--- config.mk ---
export PLATFORM = sky130hd
export DESIGN_NAME = radio_byte_port
export DESIGN_NICKNAME = d
export VERILOG_FILES = /design/src/rtl/rbp_pkg.sv /design/src/rtl/rbp_fifo.sv /design/src/rtl/rbp_irq.sv /design/src/rtl/radio_byte_port.sv
export SDC_FILE = /design/constraint.sdc
export NUM_CORES = 2
export LEC_CHECK = 0
export BUFFER_PORTS_ARGS = -buffer_cell sky130_fd_sc_hd__clkbuf_2
export CORE_AREA = 2 2 361 363
export CTS_BUF_LIST = sky130_fd_sc_hd__clkbuf_4
export DETAILED_ROUTE_END_ITERATION = 12
export DIE_AREA = 0 0 363 365
export PLACE_DENSITY = 0.83
export SLEW_MARGIN = 30
export SYNTH_ARGS = -nofsm -noshare
export SYNTH_HDL_FRONTEND = slang
export SYNTH_HIERARCHICAL = 1
export SYNTH_SLANG_ARGS = --single-unit
--- constraint.sdc ---
create_clock -name clk -period 4.1 [get_ports clk]
set_input_delay 0.205 -clock clk [delete_from_list [all_inputs] [get_ports clk]]
set_output_delay 0.205 -clock clk [all_outputs]
set_load 0.02 [all_outputs]
--- src/rtl/rbp_pkg.sv ---
package rbp_pkg;

  // Next occupancy of a queue given the accepted push and pop of this cycle.
  function automatic int unsigned f_count_next(input int unsigned cnt,
                                               input logic push,
                                               input logic pop,
                                               input logic flush);
    int unsigned n;
    if (flush) return 0;
    n = cnt;
    if (push) n = n + 1;
    if (pop)  n = n - 1;
    return n;
  endfunction

  // Threshold comparison: strictly greater than.
  function automatic logic f_above(input int unsigned cnt, input int unsigned thr);
    return cnt > thr;
  endfunction

  // Next value of a flag: a set wins over a write-1 clear.
  function automatic logic f_flag_next(input logic cur, input logic set, input logic clr);
    return set | (cur & ~clr);
  endfunction

endpackage

--- src/rtl/rbp_fifo.sv ---
module rbp_fifo #(
  parameter int DW    = 8,
  parameter int DEPTH = 128
) (
  input  logic                         clk,
  input  logic                         rst_n,
  input  logic                         flush,
  input  logic                         push,
  input  logic [DW-1:0]                wdata,
  input  logic                         pop,
  output logic [DW-1:0]                head,
  output logic [$clog2(DEPTH+1)-1:0]   count,
  output logic                         full,
  output logic                         empty
);
  import rbp_pkg::*;

  localparam int AW = $clog2(DEPTH);
  localparam int CW = $clog2(DEPTH+1);

  logic [DW-1:0] mem [DEPTH];
  logic [AW-1:0] wptr, rptr;
  logic          do_push, do_pop;

  assign full    = (count == CW'(DEPTH));
  assign empty   = (count == '0);
  assign do_push = push & ~full & ~flush;
  assign do_pop  = pop & ~empty & ~flush;
  assign head    = mem[rptr];

  always_ff @(posedge clk) begin
    if (do_push) mem[wptr] <= wdata;
  end

  always_ff @(posedge clk or negedge rst_n) begin
    if (!rst_n) begin
      wptr  <= '0;
      rptr  <= '0;
      count <= '0;
    end else begin
      if (flush) begin
        wptr <= '0;
        rptr <= '0;
      end else begin
        if (do_push) wptr <= (wptr == AW'(DEPTH-1)) ? '0 : wptr + 1'b1;
        if (do_pop)  rptr <= (rptr == AW'(DEPTH-1)) ? '0 : rptr + 1'b1;
      end
      count <= CW'(f_count_next(32'(count), do_push, do_pop, flush));
    end
  end

endmodule

--- src/rtl/rbp_irq.sv ---
module rbp_irq #(
  parameter int NSRC = 8
) (
  input  logic            clk,
  input  logic            rst_n,
  input  logic [NSRC-1:0] ev,
  input  logic [NSRC-1:0] clr,
  input  logic [NSRC-1:0] mask,
  output logic [NSRC-1:0] flags,
  output logic            irq
);
  import rbp_pkg::*;

  for (genvar i = 0; i < NSRC; i++) begin : g_flag
    always_ff @(posedge clk or negedge rst_n) begin
      if (!rst_n) flags[i] <= 1'b0;
      else        flags[i] <= f_flag_next(flags[i], ev[i], clr[i]);
    end
  end

  assign irq = |(flags & mask);

endmodule

--- src/rtl/radio_byte_port.sv ---
module radio_byte_port #(
  parameter int DW      = 8,
  parameter int DEPTH   = 128,
  parameter int NSRC    = 8,
  parameter int THR_BIT = 5
) (
  input  logic                       clk,
  input  logic                       rst_n,
  input  logic                       cpu_wr,
  input  logic [DW-1:0]              cpu_wdata,
  input  logic                       cpu_rd,
  output logic [DW-1:0]              cpu_rdata,
  input  logic                       flush_tx,
  input  logic                       flush_rx,
  output logic                       tx_valid,
  output logic [DW-1:0]              tx_data,
  input  logic                       tx_ready,
  input  logic                       rx_valid,
  input  logic [DW-1:0]              rx_data,
  output logic                       rx_ready,
  input  logic [$clog2(DEPTH+1)-1:0] rx_thresh,
  output logic                       rx_nonempty,
  output logic                       rx_above,
  output logic                       dma_req,
  output logic                       tx_ovf,
  output logic                       rx_udf,
  input  logic [NSRC-1:0]            irq_ev,
  input  logic [NSRC-1:0]            irq_clr,
  input  logic [NSRC-1:0]            irq_mask,
  output logic [NSRC-1:0]            irq_flags,
  output logic                       irq
);
  import rbp_pkg::*;

  localparam int CW = $clog2(DEPTH+1);

  logic [CW-1:0] tx_cnt, rx_cnt;
  logic          tx_full, tx_empty, rx_full, rx_empty;
  logic [DW-1:0] rx_head;
  logic          nonempty_q, above_q;

  // named internal events
  logic          tx_drop_ev, rx_under_ev, rx_first_ev, thr_rise_ev;
  logic          rx_accept;
  logic [NSRC-1:0] src_ev;

  rbp_fifo #(.DW(DW), .DEPTH(DEPTH)) u_txq (
    .clk(clk), .rst_n(rst_n), .flush(flush_tx),
    .push(cpu_wr), .wdata(cpu_wdata),
    .pop(tx_ready), .head(tx_data),
    .count(tx_cnt), .full(tx_full), .empty(tx_empty)
  );

  assign rx_accept = rx_valid & ~rx_full;

  rbp_fifo #(.DW(DW), .DEPTH(DEPTH)) u_rxq (
    .clk(clk), .rst_n(rst_n), .flush(flush_rx),
    .push(rx_accept), .wdata(rx_data),
    .pop(cpu_rd), .head(rx_head),
    .count(rx_cnt), .full(rx_full), .empty(rx_empty)
  );

  assign tx_valid    = ~tx_empty;
  assign rx_ready    = ~rx_full;
  assign rx_nonempty = ~rx_empty;
  assign rx_above    = f_above(32'(rx_cnt), 32'(rx_thresh));

  assign tx_drop_ev  = cpu_wr & tx_full & ~flush_tx;
  assign rx_under_ev = cpu_rd & rx_empty & ~flush_rx;
  assign rx_first_ev = rx_nonempty & ~nonempty_q;
  assign thr_rise_ev = rx_above & ~above_q;
  assign dma_req     = rx_first_ev;

  always_ff @(posedge clk or negedge rst_n) begin
    if (!rst_n) begin
      cpu_rdata  <= '0;
      nonempty_q <= 1'b0;
      above_q    <= 1'b0;
      tx_ovf     <= 1'b0;
      rx_udf     <= 1'b0;
    end else begin
      nonempty_q <= rx_nonempty;
      above_q    <= rx_above;
      if (cpu_rd) cpu_rdata <= rx_empty ? '0 : rx_head;
      tx_ovf <= flush_tx ? 1'b0 : (tx_ovf | tx_drop_ev);
      rx_udf <= flush_rx ? 1'b0 : (rx_udf | rx_under_ev);
    end
  end

  always_comb begin
    src_ev          = irq_ev;
    src_ev[THR_BIT] = thr_rise_ev;
  end

  rbp_irq #(.NSRC(NSRC)) u_irq (
    .clk(clk), .rst_n(rst_n), .ev(src_ev), .clr(irq_clr),
    .mask(irq_mask), .flags(irq_flags), .irq(irq)
  );

endmodule

# Yosys cells after proc, flatten, opt, wreduce, memory -nomap -nowiden
# Memory sizes are Yosys's and may differ from the RTL's.
# Cells that the tools add are included.
# W data, S select, Z words.
# op_classes
add_sub_neg	8
multipliers	0
n_reduce_logical	7
div_mod_pow	0
order_cmp	1
eq_ne	6
n_mux	29
shift	0
bitwise	50
# op_table
cell	count
$mux W7	12
$mux W8	9
$add A7 B1 Y7 const B	4
$eq A7 B7 Y1 const B	4
$and A1 B1 Y1	23
$add A8 B1 Y8 const B	2
$eq A8 B8 Y1 const B	2
$logic_not A8 Y1	2
$not A1 Y1	16
$sub A8 B1 Y8 const B	2
$or A1 B1 Y1	10
$and A8 B8 Y8	1
$gt A8 B8 Y1	1
$mux W1	8
$reduce_bool A2 Y1	4
$reduce_or A8 Y1	1
# totals
mem_bits_rw	2048
elab_cells	122
memories	2
regBits	64
out_inout_bits	32
mem_bits_ro	0
latchBits	0
input_bits	56
# memory_table
name	depth	word_bits	read_ports	rd_ports_with_merged_regs	write_ports	line_no	source
u_rxq.mem	128	8	1	0	1	rbp_fifo.sv:21	logic [DW-1:0] mem [DEPTH];
u_txq.mem	128	8	1	0	1	rbp_fifo.sv:21	

# Longest topological paths before layout
# depth
word_depth	10
ltp_mapped	16

# By module
# Netlist, hierarchy kept.
# modules_own_cells
mod	seq_area_each_um2	area_each_um2	cells_each	instances
rbp_fifo at u_rxq	31300.0	41114.4	2110	1
rbp_fifo at u_txq	31300.0	41080.6	2108	1
radio_byte_port	300.3	680.7	68	1
rbp_irq	200.2	327.8	29	1

# Worst setup path after synthesis
# No wires, ideal clock.
# synth_timing
path_type	register -> register
startpoint	register u_rxq.count[0]
endpoint	memory u_rxq.mem[127][0], enable pin
path_stages_with_launch	12
n_path_buf	1
t_arrival_ns	2.641
t_required_ns	3.729
setup_slack_ns	1.088
cell_sequence	dfrtp_1 > inv_1 > ha_1 > nor4b_4 > nand3_1 > inv_1 > nor2b_1 > nand2b_1 > a31oi_4 > nand4_1 > clkbuf_1 > nor2_1
# synth_via
elab_chain_cells	7
# synth_rtl
item	line_no	source
from (decl)	rbp_fifo.sv:12	output logic [$clog2(DEPTH+1)-1:0] count,
from (signal assigned)	rbp_fifo.sv:48	count <= CW'(f_count_next(32'(count), do_push, do_pop, flush));
$eq A8 B8 Y1	rbp_fifo.sv:25	assign full = (count == CW'(DEPTH));
net rx_full	radio_byte_port.sv:38	logic tx_full, tx_empty, rx_full, rx_empty;
$not A1 Y1	radio_byte_port.sv:54	assign rx_accept = rx_valid & ~rx_full;
$and A1 B1 Y1	radio_byte_port.sv:54	
net rx_accept	radio_byte_port.sv:44	logic rx_accept;
$and A1 B1 Y1 (2 in a row)	rbp_fifo.sv:27	assign do_push = push & ~full & ~flush;
$mux W1	rbp_fifo.sv:32	if (do_push) mem[wptr] <= wdata;
$mux W1 (not written as such)	rbp_fifo.sv:32	
to (decl)	rbp_fifo.sv:21	
# The timed path passes the listed nets, and every way through them passes these cells.

# Worst setup path after layout
# layout_timing
startpoint	register u_txq.rptr[0]
endpoint	output port tx_data[5]
# layout_via
elab_chain_cells	1
# layout_rtl
item	line_no	source
from (decl)	rbp_fifo.sv:22	logic [AW-1:0] wptr, rptr;
from (signal assigned)	rbp_fifo.sv:46	if (do_pop) rptr <= (rptr == AW'(DEPTH-1)) ? '0 : rptr + 1'b1;
$mem_v2 Z128 W8	--	
to (decl)	radio_byte_port.sv:16	output logic [DW-1:0] tx_data,
# No other way between the ends.

==> metrics.md <==
| Metric | Value |
|---|---|
| Outcome | complete, but fails checks |
| CP max-delay cell | dfrtp_4 |
| Power Dens Cells | 548.3 nW/um2 |
| Register area share after synthesis | 75.84% |
| Fin. Hold Viols | 0 |
| XOR/XNOR share of the synthesized area | 0.4000% |
| Post-DP HPWL | 114.5 mm |
| H-tree levels | 5 |
| Initial Util | 64.67% |
| Filler cell count | 6660 |
| Largest family of logic cells by synthesized area | multiplexers |
| Hold path start | rx_data[0] |
| Slew HR | 24.47% |
| Vias | 47.86k |
| Final WL | 215.4 mm |
| Violated checks | negative setup slack |
| Cts bufs inserted | 488 |
| Drt via density | 6.882 |
| CTS Buffer Depth | 4 |
| Combinational fraction of design power | 21.7% |
| CTS tree | yes |
| Core Area | 128700 um2 |
| Area fraction in compound gates after synthesis | 3.938% |
| Synth Area in Adders | 0.2707% |
| Critical path peak fanout | 12 |
| Post-synth EDFFs | 2048 |
| Worst R2R End | u_txq/mem[33][0] |
| Final Max Tran Viols | 0 |
| Worst Skew | 94.83 ps |
| Synth Warn # | 6 |
| Max_cap viols | 0 |
| Final worst-path cycle share | 108.9% |
| Worst path max stage delay | 570 ps |
| Synth-to-layout area growth | 13.61% |
| # DRC | 0 |
| Top_reg_cell synth | edfxtp_1 |
| Startpoint Class | flop |
| Clock slew at reported path FFs | 80 ps |
| Design Power | 51.83 mW |
| Yosys top cell area share | 73.91% |
| IO Count | 88 |
| Worst EP arrival | 4260 ps |
| Clock root cell | clkbuf_4 |
| Starting DRT DRC Count | 7871 |
| Clock sink count | 2112 |
| Worst Hold Path Cells | 2 |
| Area of the mapped netlist | 83200 um2 |
| Vias in the first global route | 47.46k |
| Final #Nets | 4978 |
| Worst path setup slack after routing | -363.3 ps |
| Setup Viol. Count Final | 8 |
| Crit path kind | flop to output pin |
| FF+latch area | 63120 um2 |
| Pre-Repair DR Iteration Count | 8 |
| Gr usage total | 32.02% |
| Worst r2r path cells | 8 |
| Sw frac | 28.19% |
| Fraction of layout instances using a drive strength above 1 | 30.04% |
| Synth Area in Simple Gates | 3.514% |
| Placed Area | 85760 um2 |
| Largest net degree at the start of global routing | 119 |
| Ranking of synthesized cells by area | edfxtp_1, mux4_2, mux2i_1 |
| Area of the multi-input gates | 19450 um2 |
| R2r setup slk | 270 ps |
| Syn Area/Cell | 19.28 um2 |
| Leakage power | 30.00 nW |
| Final min period | 4463 ps |
| WP data required | 3890 ps |
| Multiplexer share of the synthesized area | 14.32% |
| Synth cell types | 66 |
| Post-synthesis instance total | 4315 |
| Grt total ovfl | 0 |
| First-pass GRT wire length | 307.1 mm |
| Reg2Reg Launch Point | u_txq/count[0] |
| DIE AREA | 132500 um2 |
| Die width | 363 um |
| Clk pwr share | 31.6% |
| HP Class | input port to flop |
| Async SR Flop Fraction | 3.030% |
| Max IR drop VDD | 0.3346 mV |
| Cell accounting for the most synthesized area | edfxtp_1 |
| Critical Path Start | u_txq/rptr[0] |
| RSZ-0062 raised after global routing | true |
| Number of synthesized register bits | 2112 |
| Die Height | 365 um |
| Port bufs | 86 |
| Hold EP | u_rxq/mem[75][0] |
| Internal power | 37.22 mW |
| Commonest non-fill, non-tap cell in the layout | edfxtp_1 |
| Hold WS | 75.39 ps |
| Post-Place Worst Slack | 211.9 ps |
| Max Clk Rate | 224.0 MHz |
| Routability cong. | 1.047 |
| Commonest non-fill, non-tap cells in the layout | edfxtp_1, clkbuf_4, mux4_2 |
| Final Cell Area | 94530 um2 |
| Site Rows | 132 |
| Drt wl/cell | 30.97 um |
| Measured slew at the worst slew-check pin | 1129 ps |
| Fin util | 73.47% |
| Initial antenna violation count | 12 |
| Switching Power | 14.61 mW |
| Clock latency on the worst-skew pair | 1410 ps |
| Flop pwr share | 46.7% |
| Crit path top cell by count | buf_4 |
| Syn_nets | 4389 |
| Antenna viol nets, final | 0 |
| Critical path cell sequence | buf_16 -> buf_4 -> clkbuf_16 -> mux4_2 -> a22oi_1 -> a21oi_1 -> a21oi_2 -> o32ai_2 -> buf_4 |
| Endpoint class of the critical path | output pin |
[logic make-up after synthesis]
logic type	after synthesis
DFF	2112
muxes	710
and+or+nand+nor	649
AOI/OAI and AO/OA	502
buffers and inverters	286
xor gates and xnor gates	38
adders and majority gates	18
[cell type report]
class                           instances  area share (%)
Sequential cell                      2112           66.77
Multi-Input combinational cell       1918           20.58
Antenna cell                           13         0.03441
Clock buffer                          705           5.599
Inverter                               38          0.1509
Timing Repair Buffer                  346           3.874
Clock inverter                        147          0.7717
Tap cell                             1675           2.217
[cell usage after synthesis, types with 27 or more instances]
| master | count |
|---|---|
| a21oi_1 | 143 |
| a22oi_1 | 148 |
| buf_2 | 59 |
| buf_4 | 35 |
| clkbuf_1 | 121 |
| dfrtp_1 | 64 |
| edfxtp_1 | 2048 |
| inv_1 | 37 |
| mux2i_1 | 323 |
| mux4_2 | 384 |
| nand2_1 | 78 |
| nor2_1 | 380 |
| nor2b_1 | 27 |
| nor3_1 | 40 |
| nor4_1 | 35 |
| o21ai_0 | 37 |
| o22ai_1 | 97 |
[through the flow]
stage               setup TNS [ps]  instances
CTS                         -465.9       6923
detailed placement               0       5955
finish                       -1247       6954
global placement                 0       5955
global route                 -2161       6948
floorplan                        0       4315
[how the worst max path moves through the flow]
| stage | endpoint |
|---|---|
| 2_1_floorplan | u_rxq/mem[127][0] |
| 3_5_place_dp | u_rxq/mem[72][2] |
| 5_1_grt | tx_data[5] |
| 6_report | tx_data[5] |
| 4_1_cts | tx_data[0] |
| 3_3_place_gp | u_rxq/mem[16][0] |
[worst max-delay path, delay by kind of cell (launching register included)]
kind	cells	cell delay [ps]
compound gates	4	1140
buf+inv	4	810
flops	1	570
mux	1	370
[routing by layer]
layer | wire length (um) | track usage (%)
met5 | 71 | 0
met4 | 9718 | 12.81
met3 | 31990 | 9.703
met2 | 101800 | 49.33
met1 | 71820 | 43.62
[state kept, by name, indices dropped and copies added, names as in the netlist]
register	count
nonempty_q	1
u_rxq/wptr	7
u_rxq/mem	1024
u_rxq/rptr	7
u_irq/flags	8
u_txq/rptr	7
u_txq/wptr	7
u_txq/count	8
rx_udf	1
cpu_rdata	8
tx_ovf	1
u_txq/mem	1024
u_rxq/count	8
above_q	1
[power by group through the flow]
stage          logic (mW)  registers (mW)  clock network (mW)
3_3_place_gp         9.38            24.7                   0
3_5_place_dp         9.63            24.7                   0
4_1_cts              10.7            24.2                16.2
5_1_grt              11.7            24.2                17.6
2_1_floorplan        7.11            24.5                   0
6_report             11.3            24.2                16.4
[repair_timing]
item,CTS,global route
endpoints found under the hold margin,2285,112
hold buffers,89,7
buffers inserted,14,7
pin swaps,7,15
endpoints found under the setup margin,8,320
gates cloned,13,3
gates resized for setup,121,98
(Power assumes the default switching activity.)
